==> src/rtl/nbs_pkg.sv <==
package nbs_pkg;

  typedef enum logic [2:0] {
    ST_IDLE,
    ST_WAIT,
    ST_SHOW,
    ST_STOP,
    ST_FAIL
  } nbs_state_e;

  localparam logic [2:0] MODE_ASC  = 3'b010;
  localparam logic [2:0] MODE_DESC = 3'b011;

endpackage

==> src/rtl/nbs_addr_ctr.sv <==
module nbs_addr_ctr #(
  parameter int ADDR_W = 26
) (
  input  logic              clk,
  input  logic              rst_n,
  input  logic              load,
  input  logic              load_up,
  input  logic              step,
  output logic [ADDR_W-1:0] addr,
  output logic              at_end
);

  localparam logic [ADDR_W-1:0] TOP_ADDR = {ADDR_W{1'b1}};

  logic up_q;

  always_ff @(posedge clk or negedge rst_n) begin
    if (!rst_n) begin
      addr <= '0;
      up_q <= 1'b1;
    end else if (load) begin
      addr <= load_up ? '0 : TOP_ADDR;
      up_q <= load_up;
    end else if (step) begin
      addr <= up_q ? addr + 1'b1 : addr - 1'b1;
    end
  end

  assign at_end = up_q ? (addr == TOP_ADDR) : (addr == '0);

endmodule

==> src/rtl/nbs_wait_timer.sv <==
module nbs_wait_timer #(
  parameter int WAIT_CYC = 2
) (
  input  logic clk,
  input  logic rst_n,
  input  logic load,
  input  logic run,
  output logic expired
);

  localparam int CW = (WAIT_CYC < 1) ? 1 : $clog2(WAIT_CYC + 1);
  localparam logic [CW-1:0] LOAD_VAL = CW'(WAIT_CYC);

  logic [CW-1:0] cnt_q;

  always_ff @(posedge clk or negedge rst_n) begin
    if (!rst_n) begin
      cnt_q <= '0;
    end else if (load) begin
      cnt_q <= LOAD_VAL;
    end else if (run && (cnt_q != '0)) begin
      cnt_q <= cnt_q - 1'b1;
    end
  end

  assign expired = (cnt_q == '0);

endmodule

==> src/rtl/nbs_lane_reverse.sv <==
module nbs_lane_reverse #(
  parameter int DATA_W = 16
) (
  input  logic [DATA_W-1:0] din,
  input  logic              wide,
  output logic [DATA_W-1:0] dout
);

  localparam int NB = DATA_W / 8;

  for (genvar g = 0; g < NB; g++) begin : g_lane
    for (genvar b = 0; b < 8; b++) begin : g_bit
      if (g == 0) begin : g_base
        assign dout[g*8 + 7 - b] = din[g*8 + b];
      end else begin : g_upper
        assign dout[g*8 + 7 - b] = din[g*8 + b] & wide;
      end
    end
  end

endmodule

==> src/rtl/nor_boot_streamer.sv <==
module nor_boot_streamer
  import nbs_pkg::*;
#(
  parameter int ADDR_W   = 26,
  parameter int DATA_W   = 16,
  parameter int WAIT_CYC = 2
) (
  input  logic              clk,
  input  logic              rst_n,
  input  logic [2:0]        mode_sel,
  input  logic              bus16,
  input  logic              done,
  output logic [ADDR_W-1:0] flash_addr,
  output logic              flash_ce_n,
  output logic              flash_oe_n,
  output logic              flash_we_n,
  input  logic [DATA_W-1:0] flash_dq,
  output logic              out_valid,
  input  logic              out_ready,
  output logic [DATA_W-1:0] out_data,
  output logic              err_flag,
  output logic              fallback_req
);

  nbs_state_e state_q, state_d;

  logic              mode_ok;
  logic              mode_up;
  logic              ld_addr;
  logic              step_addr;
  logic              at_end;
  logic              ld_timer;
  logic              run_timer;
  logic              expired;
  logic              capture;
  logic              set_err;
  logic              wide_q;
  logic              err_q;
  logic [DATA_W-1:0] data_q;
  logic [DATA_W-1:0] rev_data;

  assign mode_ok = (mode_sel == MODE_ASC) || (mode_sel == MODE_DESC);
  assign mode_up = (mode_sel == MODE_ASC);

  nbs_addr_ctr #(.ADDR_W(ADDR_W)) u_addr (
    .clk     (clk),
    .rst_n   (rst_n),
    .load    (ld_addr),
    .load_up (mode_up),
    .step    (step_addr),
    .addr    (flash_addr),
    .at_end  (at_end)
  );

  nbs_wait_timer #(.WAIT_CYC(WAIT_CYC)) u_timer (
    .clk     (clk),
    .rst_n   (rst_n),
    .load    (ld_timer),
    .run     (run_timer),
    .expired (expired)
  );

  nbs_lane_reverse #(.DATA_W(DATA_W)) u_rev (
    .din  (flash_dq),
    .wide (wide_q),
    .dout (rev_data)
  );

  always_comb begin
    state_d   = state_q;
    ld_addr   = 1'b0;
    step_addr = 1'b0;
    ld_timer  = 1'b0;
    run_timer = 1'b0;
    capture   = 1'b0;
    set_err   = 1'b0;
    unique case (state_q)
      ST_IDLE: begin
        if (mode_ok && !done) begin
          ld_addr  = 1'b1;
          ld_timer = 1'b1;
          state_d  = ST_WAIT;
        end
      end
      ST_WAIT: begin
        if (done) begin
          state_d = ST_STOP;
        end else if (expired) begin
          capture = 1'b1;
          state_d = ST_SHOW;
        end else begin
          run_timer = 1'b1;
        end
      end
      ST_SHOW: begin
        if (out_ready) begin
          if (done) begin
            state_d = ST_STOP;
          end else if (at_end) begin
            set_err = 1'b1;
            state_d = ST_FAIL;
          end else begin
            step_addr = 1'b1;
            ld_timer  = 1'b1;
            state_d   = ST_WAIT;
          end
        end
      end
      ST_STOP: begin
        if (!done) state_d = ST_IDLE;
      end
      ST_FAIL: begin
        state_d = ST_IDLE;
      end
      default: state_d = ST_IDLE;
    endcase
  end

  always_ff @(posedge clk or negedge rst_n) begin
    if (!rst_n) begin
      state_q <= ST_IDLE;
      err_q   <= 1'b0;
      wide_q  <= 1'b1;
      data_q  <= '0;
    end else begin
      state_q <= state_d;
      if (set_err) err_q <= 1'b1;
      if (ld_addr) wide_q <= bus16;
      if (capture) data_q <= rev_data;
    end
  end

  assign flash_ce_n   = !((state_q == ST_WAIT) || (state_q == ST_SHOW));
  assign flash_oe_n   = flash_ce_n;
  assign flash_we_n   = 1'b1;
  assign out_valid    = (state_q == ST_SHOW);
  assign out_data     = data_q;
  assign err_flag     = err_q;
  assign fallback_req = (state_q == ST_FAIL);

endmodule

==> config.mk <==
export PLATFORM = sky130hd
export DESIGN_NAME = nor_boot_streamer
export DESIGN_NICKNAME = d
export VERILOG_FILES = /design/src/rtl/nbs_pkg.sv /design/src/rtl/nbs_addr_ctr.sv /design/src/rtl/nbs_wait_timer.sv /design/src/rtl/nbs_lane_reverse.sv /design/src/rtl/nor_boot_streamer.sv
export SDC_FILE = /design/constraint.sdc
export NUM_CORES = 1
export LEC_CHECK = 0
export BUFFER_PORTS_ARGS = -buffer_cell sky130_fd_sc_hd__buf_2
export CAP_MARGIN = 20
export CORE_ASPECT_RATIO = 1.1
export CORE_UTILIZATION = 40
export DETAILED_ROUTE_END_ITERATION = 10
export PLACE_DENSITY_LB_ADDON = 0.3
export REMOVE_ABC_BUFFERS = 1
export SLEW_MARGIN = 40
export SYNTH_ARGS = -nofsm -noshare
export SYNTH_HDL_FRONTEND = slang
export SYNTH_SLANG_ARGS = --single-unit
==> constraint.sdc <==
create_clock -name clk -period 8.59 [get_ports clk]
set_input_delay 0.4295 -clock clk [delete_from_list [all_inputs] [get_ports clk]]
set_output_delay 0.4295 -clock clk [all_outputs]
set_load 0.01 [all_outputs]
==> impl_metrics.yaml <==
placed_design:
  placed_cells: 570
  place_ws_ns: 5.210
  numPortBuffers: 70
  globalplace.congestion: 0.9000
  dpl-instance-area_um2: 3948
  place_hpwl_mm: 6.431
sta:
  period_minus_slack_ns: 3.844
  finalClockSkew_ns: 0.004411
  setup_viol_count_final: 0
  setup_ws_ns: 4.746
  fmax_mhz: 260.1
  setup_tns_ns: 0
  slew_violations: 0
  worst_slew_pin_slew_ns: 0.8209
  whs_ns: 0.2253
  finalCritPeriodShare_pct: 44.75
  worst_slew_margin_rel_pct: 44.93
  hold_viol_final: 0
  rsz0062_at_grt: "no"
grt:
  grt_pass1_vias: 3061
  grt_start_max_net_pins: 51
  grt_pass1_wl_mm: 14.94
  antenna_found_initial: 0
  grt_overflow_total: 0
  grt_usage_pct: 20.30
floorplanning:
  dieArea_um2: 9172
  die_h_um: 100.3
  boundaryPins: 72
  core_area_um2: 8452
  initial_core_util_pct: 41.61
  row_count: 35
  die_width_um: 91.41
cells_and_area:
  fin_util_pct: 48.04
  final_cell_area_um2: 4060
  stdcell_count: 578
  nNetsFinal: 516
  antenna_cells: 0
  drive_gt1_share_pct: 22.06
  register_area_um2: 1254
  area_growth_pct: 15.44
  fill_cells: 856
  multi_input_area_um2: 2148
detailed_routing:
  ant_nets: 0
  first_iter_violations: 102
  route.vias.total: 3270
  drc_errors: 0
  wl_per_cell_um: 15.49
  firstDrtPassIters: 4
  drt-total-wl_mm: 8.954
  viasPerCell: 5.657
setup_path:
  cp_data_required_time_ns: 8.81
  critPathMaxFanout: 25
  r2r_cells: 10
  r2r-end: "u_addr.addr[20]"
  crit_path_start: "u_addr.up_q"
  crit_type: "flip-flop to flip-flop"
  r2r_slack_ns: 4.75
  crit_path_start_kind: "flip-flop"
  cp-endpoint: "u_addr.addr[20]"
  endpoint_kind: "flip-flop"
  crit_arrival_ns: 4.06
  crit-reg2reg-launch: "u_addr.up_q"
clock_network:
  cts_tree: "built"
  htreeDepth: 2
  clock-sinks: 50
  clkLatencyLatePin_ns: 0.30
  cts_resized: 0
  cts_setup_buffers: 0
  root_buffer: "clkbuf_8"
  cts_inserted_buffers: 5
  cts_hold_buf: 0
  cts_buffer_depth: 2
  clk_pin_slew_ns: 0.10
power:
  vdd_drop_max_v: 0.0001550
  switching_share_pct: 48.81
  p_sw_mw: 0.9611
  power.total_mw: 1.969
  pwr-share-clk_pct: 8.7
  power_density_nw_per_um2: 484.9
  combPwrFrac_pct: 66.8
  p_leak_nw: 1.824
  seqPwrFrac_pct: 24.5
  p_int_mw: 1.008
logic_synthesis:
  synthArstFlopShare_pct: 100.0
  yosysSeqAreaShare_pct: 35.65
  yosysTopAreaCell: "dfrtp_1"
  yosys_warnings: 0
  ys_ff_latch: 50
  synth_edf_count: 0
  synth_top_area_share_pct: 34.15
  syn-cell-area_um2: 3517
  post_synth_main_area_contributors: "dfrtp_1, ha_1, a21oi_1"
  syn_area_per_cell_um2: 8.620
  ys_types: 56
  synth_flop_cell: "dfrtp_1"
  syn_inst: 408
flow_run:
  max_cap_viol_count: 0
status:
  status: "complete, no violations"
hold_path:
  hp-class: "input port to async pin"
[cell usage in the layout (no fill, tap or decap), types with 2 or more instances in the layout]
cell and count:
xnor2_1 12, a21oi_1 48, o21ai_2 2, o22ai_1 4, nand4_1 12, nor4_1 7
a21boi_0 3, o211ai_1 4, a21o_1 8, nor3_1 6, buf_2 70, nand3_1 8
a22oi_1 3, o21a_1 2, o21ai_0 38, nor2b_1 4, and3_1 5, xor2_1 9
a211oi_1 6, nand2b_1 3, clkbuf_8 5, and2_1 7, mux2_2 11, nor2_1 16
nand2_1 51, inv_1 8, dfrtp_1 48, or3_1 2, a211o_1 2, dfstp_2 2
ha_1 25, buf_4 3, a31oi_1 3, mux2i_1 3
[flip-flops by register name, indices dropped and copies added (netlist names)]
register,cells
wide_q,1
u_timer.cnt_q,2
state_q,3
u_addr.addr,26
u_addr.up_q,1
err_flag,1
out_data,16
[critical path, stage by stage (launching register included)]
cell and delay [ns]:
dfstp_2 0.59, clkinv_1 0.66, ha_1 0.64, nor2b_1 0.18
o31a_1 0.28, a211oi_1 0.34, o31ai_1 0.14, a21o_1 0.24
nand2_1 0.12, mux2_2 0.34, a211oi_1 0.23
[worst min path at each step]
stage,end,slack (ns),cells past startpoint
5_1_grt,wide_q,0.28,3
3_3_place_gp,err_flag,0.46,1
4_1_cts,u_addr.addr[5],0.25,2
2_1_floorplan,err_flag,0.13,0
3_5_place_dp,err_flag,0.46,1
6_report,out_data[7],0.23,2
[synthesized netlist by cell type, drive strengths merged, types with 2 or more instances]
library cell,n
dfstp,2
dfrtp,48
xnor2,12
nor4,7
or3,2
a21o,8
nand3,8
a211oi,6
nor2,17
nand2,52
buf,3
nor3,6
xor2,9
a211o,2
o22ai,4
o211ai,4
and3,5
a21boi,3
ha,25
o21ai,40
o21a,2
mux2i,3
nand4,12
mux2,11
clkbuf,19
inv,9
nor2b,4
and2,7
a21oi,49
a31oi,4
nand2b,3
a22oi,3
[area by class of cell]
class	instances	area share (%)
Clock inverter	3	1.079
Clock buffer	5	1.695
Tap cell	111	3.421
Inverter	9	0.8321
Timing Repair Buffer	73	9.183
Multi-Input combinational cell	327	52.91
Sequential cell	50	30.88
[layer usage]
metal / vias up / global-route usage (%) / part of all wire, %
li1: 1617 / - / -
met1: 1542 / 26.71 / 46
met2: 95 / 33.78 / 47
met3: 16 / 3.333 / 4.5
met4: 0 / 7.204 / 2.4
met5: - / 0 / 0
[cell families after synthesis]
kind of cell             synth area share (%)
other                                  0.1066
buffers and inverters                   3.557
multiplexers                            4.376
AO/OA/AOI/OAI                           23.52
flip-flops                              35.65
XOR/XNOR                                5.230
adder cells (fa/ha/maj)                 9.463
AND/OR/NAND/NOR                         18.11
[power groups by stage]
| stage | registers [mW] | clock network, mW | logic, mW |
|---|---|---|---|
| final | 0.482 | 0.171 | 1.32 |
| after global routing | 0.500 | 0.191 | 1.46 |
| after CTS | 0.481 | 0.180 | 1.30 |
| after detailed placement | 0.486 | 0 | 1.29 |
| after global placement | 0.482 | 0 | 1.27 |
| after floorplan | 0.499 | 0 | 0.940 |
(Power assumes the default switching activity.)
